`src/rtl/twp_sema_pkg.sv`:
```
package twp_sema_pkg;

    typedef enum logic [1:0] {
        OWN_NONE  = 2'd0,
        OWN_LEFT  = 2'd1,
        OWN_RIGHT = 2'd2
    } own_e;

    // State of one flag: a request latch per side (0 = claim) and the current holder
    typedef struct packed {
        logic l_lat;
        logic r_lat;
        own_e owner;
    } flag_st_t;

    // State of one read port
    typedef struct packed {
        logic       act;
        logic [7:0] data;
    } rd_st_t;

endpackage

```
`src/rtl/sema_wr_decode.sv`:
```
module sema_wr_decode #(
    parameter int NUM_FLAGS = 8,
    parameter int ADDR_W    = 12,
    parameter int DATA_W    = 8,
    localparam int IDX_W    = $clog2(NUM_FLAGS)
) (
    input  logic                 sel,
    input  logic                 we,
    input  logic [ADDR_W-1:0]    addr,
    input  logic [DATA_W-1:0]    wdata,
    output logic [NUM_FLAGS-1:0] hit,
    output logic                 wr_bit
);
    logic [IDX_W-1:0] idx;
    logic             unused_bits;

    assign idx         = addr[IDX_W-1:0];
    assign wr_bit      = wdata[0];
    assign unused_bits = ^{addr[ADDR_W-1:IDX_W], wdata[DATA_W-1:1]};

    for (genvar g = 0; g < NUM_FLAGS; g++) begin : g_hit
        assign hit[g] = sel && we && (idx == IDX_W'(g));
    end
endmodule

```
`src/rtl/sema_flag_cell.sv`:
```
module sema_flag_cell
    import twp_sema_pkg::*;
(
    input  logic clk,
    input  logic rst,
    input  logic l_hit,
    input  logic l_val,
    input  logic r_hit,
    input  logic r_val,
    output own_e owner
);
    flag_st_t st_d, st_q;

    always_comb begin
        st_d = st_q;
        if (l_hit) st_d.l_lat = l_val;
        if (r_hit) st_d.r_lat = r_val;
        unique case (st_q.owner)
            OWN_LEFT: begin
                if (!st_d.l_lat)      st_d.owner = OWN_LEFT;
                else if (!st_d.r_lat) st_d.owner = OWN_RIGHT;
                else                  st_d.owner = OWN_NONE;
            end
            OWN_RIGHT: begin
                if (!st_d.r_lat)      st_d.owner = OWN_RIGHT;
                else if (!st_d.l_lat) st_d.owner = OWN_LEFT;
                else                  st_d.owner = OWN_NONE;
            end
            default: begin
                // free flag: left has priority on a same-cycle claim
                if (!st_d.l_lat)      st_d.owner = OWN_LEFT;
                else if (!st_d.r_lat) st_d.owner = OWN_RIGHT;
                else                  st_d.owner = OWN_NONE;
            end
        endcase
    end

    always_ff @(posedge clk) begin
        if (rst) begin
            st_q.l_lat <= 1'b1;
            st_q.r_lat <= 1'b1;
            st_q.owner <= OWN_NONE;
        end else begin
            st_q <= st_d;
        end
    end

    assign owner = st_q.owner;
endmodule

```
`src/rtl/sema_read_port.sv`:
```
module sema_read_port
    import twp_sema_pkg::*;
#(
    parameter int NUM_FLAGS = 8,
    parameter int ADDR_W    = 12,
    localparam int IDX_W    = $clog2(NUM_FLAGS)
) (
    input  logic                 clk,
    input  logic                 rst,
    input  logic                 sel,
    input  logic                 oe,
    input  logic [ADDR_W-1:0]    addr,
    input  logic [NUM_FLAGS-1:0] mine,
    output logic [7:0]           rdata
);
    rd_st_t           rd_d, rd_q;
    logic [IDX_W-1:0] idx;
    logic             unused_hi;

    assign idx       = addr[IDX_W-1:0];
    assign unused_hi = ^addr[ADDR_W-1:IDX_W];

    always_comb begin
        rd_d     = rd_q;
        rd_d.act = sel && oe;
        if (sel && oe) begin
            if (!rd_q.act) rd_d.data = {8{~mine[idx]}};
        end else begin
            rd_d.data = 8'hFF;
        end
    end

    always_ff @(posedge clk) begin
        if (rst) begin
            rd_q.act  <= 1'b0;
            rd_q.data <= 8'hFF;
        end else begin
            rd_q <= rd_d;
        end
    end

    assign rdata = rd_q.data;
endmodule

```
`src/rtl/twoport_sema.sv`:
```
module twoport_sema
    import twp_sema_pkg::*;
#(
    parameter int NUM_FLAGS = 8,
    parameter int ADDR_W    = 12,
    parameter int DATA_W    = 8
) (
    input  logic              clk,
    input  logic              rst,
    input  logic              l_sel,
    input  logic              l_we,
    input  logic              l_oe,
    input  logic [ADDR_W-1:0] l_addr,
    input  logic [DATA_W-1:0] l_wdata,
    output logic [7:0]        l_rdata,
    input  logic              r_sel,
    input  logic              r_we,
    input  logic              r_oe,
    input  logic [ADDR_W-1:0] r_addr,
    input  logic [DATA_W-1:0] r_wdata,
    output logic [7:0]        r_rdata
);
    logic [NUM_FLAGS-1:0]   l_hit, r_hit;
    logic                   l_bit, r_bit;
    logic [NUM_FLAGS-1:0]   l_mine, r_mine;
    logic [2*NUM_FLAGS-1:0] own_flat;

    sema_wr_decode #(.NUM_FLAGS(NUM_FLAGS), .ADDR_W(ADDR_W), .DATA_W(DATA_W)) u_ldec (
        .sel(l_sel), .we(l_we), .addr(l_addr), .wdata(l_wdata), .hit(l_hit), .wr_bit(l_bit)
    );
    sema_wr_decode #(.NUM_FLAGS(NUM_FLAGS), .ADDR_W(ADDR_W), .DATA_W(DATA_W)) u_rdec (
        .sel(r_sel), .we(r_we), .addr(r_addr), .wdata(r_wdata), .hit(r_hit), .wr_bit(r_bit)
    );

    for (genvar g = 0; g < NUM_FLAGS; g++) begin : g_flag
        own_e own;
        sema_flag_cell u_cell (
            .clk(clk), .rst(rst),
            .l_hit(l_hit[g]), .l_val(l_bit),
            .r_hit(r_hit[g]), .r_val(r_bit),
            .owner(own)
        );
        assign l_mine[g]            = (own == OWN_LEFT);
        assign r_mine[g]            = (own == OWN_RIGHT);
        assign own_flat[2*g +: 2]   = own;
    end

    sema_read_port #(.NUM_FLAGS(NUM_FLAGS), .ADDR_W(ADDR_W)) u_lrd (
        .clk(clk), .rst(rst), .sel(l_sel), .oe(l_oe), .addr(l_addr), .mine(l_mine), .rdata(l_rdata)
    );
    sema_read_port #(.NUM_FLAGS(NUM_FLAGS), .ADDR_W(ADDR_W)) u_rrd (
        .clk(clk), .rst(rst), .sel(r_sel), .oe(r_oe), .addr(r_addr), .mine(r_mine), .rdata(r_rdata)
    );
endmodule

```
`config.mk`:
```
export PLATFORM = sky130hd
export DESIGN_NAME = twoport_sema
export DESIGN_NICKNAME = d
export VERILOG_FILES = /design/src/rtl/twp_sema_pkg.sv /design/src/rtl/sema_wr_decode.sv /design/src/rtl/sema_flag_cell.sv /design/src/rtl/sema_read_port.sv /design/src/rtl/twoport_sema.sv
export SDC_FILE = /design/constraint.sdc
export NUM_CORES = 1
export LEC_CHECK = 0
export ABC_AREA = 1
export BUFFER_PORTS_ARGS = -buffer_cell sky130_fd_sc_hd__buf_2
export CAP_MARGIN = 20
export CORE_MARGIN = 1.5
export CORE_UTILIZATION = 35
export DETAILED_ROUTE_END_ITERATION = 8
export PLACE_DENSITY = 0.59
export SLEW_MARGIN = 20
export SYNTH_ARGS = -nofsm -noshare
export SYNTH_HDL_FRONTEND = slang
export SYNTH_HIERARCHICAL = 1
export SYNTH_SLANG_ARGS = --single-unit
```
`constraint.sdc`:
```
create_clock -name clk -period 1.2 [get_ports clk]
set_clock_uncertainty 0.1 [all_clocks]
set_input_delay 0.24 -clock clk [delete_from_list [all_inputs] [get_ports clk]]
set_output_delay 0.24 -clock clk [all_outputs]
set_load 0.005 [all_outputs]
```
# After elaboration in Yosys (flattened, before gate mapping)
# Index checks and enable logic that the tools add are counted.
[op_classes] n_addsub=0 mul=0 div_mod_pow=0 order_cmp=2 n_eq_ne=30 shift=0 muxes=60 bitwise=4 n_reduce_logical=24
[op_table] operator="2-bit 2-to-1 mux" n=32
[op_table] operator="1-bit 2-to-1 mux" n=26
[op_table] operator="3-bit equality test (second input constant)" n=8
[op_table] operator="1-bit logical AND" n=20
[op_table] operator="2-bit by 1-bit equality test with 1-bit output (second input constant)" n=8
[op_table] operator="2-bit equality test (second input constant)" n=8
[op_table] operator="3-bit by 2-bit equality test with 1-bit output (second input constant)" n=4
[op_table] operator="3-bit by 4-bit < comparator with 1-bit output (second input constant)" n=2
[op_table] operator="1-bit binary-select mux with 3-bit select" n=2
[op_table] operator="3-bit by 1-bit equality test with 1-bit output (second input constant)" n=2
[op_table] operator="3-bit zero test" n=2
[op_table] operator="1-bit NOT" n=4
[op_table] operator="2-bit OR reduction" n=2
[word_totals] register_bits=36 latchBits=0 mem_bits_rw=0 rom_bits=0 out_inout_bits=16 word_cells=148 memories=0

# Longest topological paths before layout
[depth] ltp_word=6 ltp_mapped=8 depth_no_buf=8

# Hierarchy
# The synthesis kept the hierarchy.
[by_module_without_submodules] module="sema_flag_cell" instances=8 cells_each=24 area_each_um2=180.2 seq_area_each_um2=80.1
[by_module_without_submodules] module="sema_read_port" instances=2 cells_each=32 area_each_um2=197.7 seq_area_each_um2=40.0
[by_module_without_submodules] module="sema_wr_decode" instances=2 cells_each=18 area_each_um2=73.8 seq_area_each_um2=0.0
[by_module_without_submodules] module="twoport_sema" instances=1 cells_each=32 area_each_um2=120.1 seq_area_each_um2=0.0

# Worst setup path before layout
# No wires, ideal clock.
[synth_path] path_kind="reg-to-reg" start="reg g_flag[7].u_cell/owner[1] (netlist name)" end="reg u_rrd/rdata[0] (netlist name)" setup_ns=0.119 arrival_time_ns=0.794 slack_ns=0.187 stages_incl_launch_ff=9 path_buffers=1 synth_period_minus_slack_ns=1.013 cell_sequence="dfxtp_1 > buf_4 > inv_1 > nor2_1 > nand2_1 > nand3_1 > nand3_1 > nand3_1 > nand2_1"
[synth_between] elab_chain_len=4
[synth_rtl] item="2-bit equality test" line="twoport_sema.sv:44" source="assign r_mine[g] = (own == OWN_RIGHT);"
[synth_rtl] item="via r_mine[7]" line="twoport_sema.sv:25" source="logic [NUM_FLAGS-1:0] l_mine, r_mine;"
[synth_rtl] item="1-bit binary-select mux with 3-bit select" line="sema_read_port.sv:27" source="if (!rd_q.act) rd_d.data = {8{~mine[idx]}};"
[synth_rtl] item="1-bit 2-to-1 mux (not written as such)" line="sema_read_port.sv:27"
[synth_rtl] item="1-bit NOT" line="sema_read_port.sv:27"
# The timed path passes the listed nets, and every way through them passes these cells. The select of a mux whose other input is x is not followed.
# A chain may end at the register's enable or synchronous reset.

# Worst setup path in the final report
[layout_path] start="reg u_rrd/rdata[0] (netlist name)" end="out r_rdata[1]"
[layout_rtl] item="end: declaration" line="twoport_sema.sv:21" source="output logic [7:0] r_rdata"
# No word-level cell between the ends.

==> impl_results.md <==
- Status: finished, final reports clean
- ANT nets after route: 0
- Seq/Total Area, Yosys: about a third
- Worst-margin pin slew: between 0.3 and 0.4 ns
- P&R area growth vs syn: 6.30%
- Data arrival time at the worst-slack endpoint: 0.79 ns
- Final Net Count: roughly 380
- Commonest non-fill, non-tap cells in the layout: 68 x nand2_1, 65 x nor2_1, 58 x inv_1
- Final slew viol count: 0
- Worst vdd rail ir drop: 399 µV
- Chip Height: 80.5 µm
- Library cells used by synthesis: 12
- Post-route cell area: between 0.002 and 0.0025 mm²
- Worst skew pair latency: 0.28 ns
- DRC marker count from the first detailed-route iteration: 56
- Clock tree buffer depth: 2
- Wirelength per Cell: 9.97 µm
- Largest net degree at the start of global routing: 13
- Hold Crit Class: in2reg
- Syn_area_per_cell: 6.50 µm²
- Final setup vio count: 0
- Row cnt: 28
- Post-Layout Cell Count: 410
- Worst hold slack: 0.0911 ns
- Syn Nets: 372
- TritonRoute pass-1 iters: 4
- # H-tree levels: 2
- Initial core utilization: 36.0%
- Post-Route WL: 4.09 mm
- Die width: roughly 81 µm
- CP bufs+invs: 1
- Vias in the first global route: 1579
- Fraction of layout cells with a size suffix above 1: 25.1%
- Max transition margin: 78.6%
- Register clock-pin slew on the reported worst setup and hold paths: ~0.070 ns
- I/O Pins: 64
- GRT overflow: 0
- Leakage: 0.00102 µW
- Min Tclk post-route: 1.13 ns
- Number of synthesized register bits: 36
- TritonCTS buffer count: 5
- CP max FO: 9
- Worst setup SP type: flop
- Commonest non-fill, non-tap cell in the layout: nand2_1
- Synth Warn #: 6
- Power density over the cells: just over 1000 mW/mm²
- Mapped Cells: 324
- Top delay family on crit path: flip-flops
- Total Die Area: 0.00649 mm²
- Tot GR Track Use: 14.4%
- Placed insts: 403
- RSZ-0062 raised after global routing: false
- HPWL Detailed: 3.26 mm
- Max incr delay on CP: 0.38 ns
- Final Hold Viols: 0
- GPL Wtd Cong: 0.775
- Post-Place Cell Area: approximately 0.0022 mm²
- Achievable Freq: between 800 and 900 MHz
- Post-Route Utilization: 38.2%
- Critical path class: reg2out
- Slowest-stage cell, CP: dfxtp_2
- Critical Path, Cell by Cell: buf_2
- First-pass GRT wire length: 7.04 mm
- N_diodes: 0
- Final Cycle Share: 94.4%
- Buffers on Ports: 31
- Mapped cell area: 0.00210 mm²
- CTS tree: built
- Crit. End Element: primary output
- Drt drc: 0
- Core ar.: about 0.0059 mm²
- CTS root buf: clkbuf_8
- Max Cap Viol: 0
- Total number of vias: 1731
- Initial antenna violation count: 0
- Clk sink count: 36
- CP Data Required Time: about 0.86 ns
- Via-to-Cell Ratio: 4.22
[power breakdown]
part           internal, µW  switching [µW]
combinational          96.3             154
sequential             1220            17.2
clock                   395             406
total                  1710             577
[metal layers]
metal  track usage, %  part of all wire (%)
met1             17.2                    46
met2             25.1                    48
met3             2.39                   4.4
met4             6.21                   1.6
met5                0                     0
[cell type report]
class | instances | area [µm²]
Tap cell | 75 | 93.8
Fill cell | 617 | 3610
Multi-Input combinational cell | 186 | 876
Clock buffer | 6 | 72.6
Timing Repair Buffer | 38 | 208
Sequential cell | 36 | 727
Inverter | 68 | 255
Clock inverter | 1 | 5.00
[cells in the mapped netlist]
library cell / count / area share (%)
nor2_1: 66 / 12
nand3_2: 16 / 7.6
nand2_1: 68 / 12
inv_2: 2 / 0.36
inv_1: 58 / 10
nand3_1: 16 / 3.8
a211oi_1: 2 / 0.71
dfxtp_1: 36 / 34
nand3b_1: 2 / 0.71
buf_4: 34 / 12
nand2_2: 16 / 4.8
clkinv_1: 8 / 1.4
[per-stage QoR]
stage | worst slack (ns) | power [µW] | setup TNS (ns)
finish | 0.0678 | 2290 | 0
global route | 0.00596 | 2420 | 0
CTS | 0.0490 | 2330 | 0
detailed placement | -0.149 | 1520 | -1.40
global placement | -0.131 | 1520 | -1.06
floorplan | 0.187 | 1440 | 0
[cells by family (layout without fill, tap and decap cells)]
family / count (synthesis) / count (layout) / share of synthesized area, %
AOI/OAI and AO/OA: 2 / 2 / 0.713
DFF: 36 / 36 / 34.2
buffers and inverters: 102 / 113 / 24.3
and+or+nand+nor: 184 / 184 / 40.8
[registers in the layout, summed over array words and instances (netlist names)]
register	cells
g_flag.u_cell/owner	16
g_flag.u_cell/st_q	16
u_lrd/rd_q	1
u_lrd/rdata	1
u_rrd/rd_q	1
u_rrd/rdata	1
[path summary, 6_finish.rpt]
check,cells past startpoint,startpoint,slack [ns],endpoint
max reg2reg,7,g_flag[2].u_cell/owner[1],0.10,u_rrd/rdata[0]
max,1,u_rrd/rdata[0],0.07,r_rdata[1]
min reg2reg,2,g_flag[2].u_cell/st_q[2],0.37,g_flag[2].u_cell/st_q[2]
min,3,r_oe,0.09,u_rrd/rd_q[8]
[repair_timing]
item                                   4_1_cts  5_1_grt
buffers inserted                             0        0
resized for setup                            2        4
gates cloned                                 0        0
setup endpoints to repair                   16        2
pin swaps                                    0        0
endpoints found under the hold margin        0        0
hold buffers                                 0        0
Note: power is estimated with default switching activity, not from simulation.
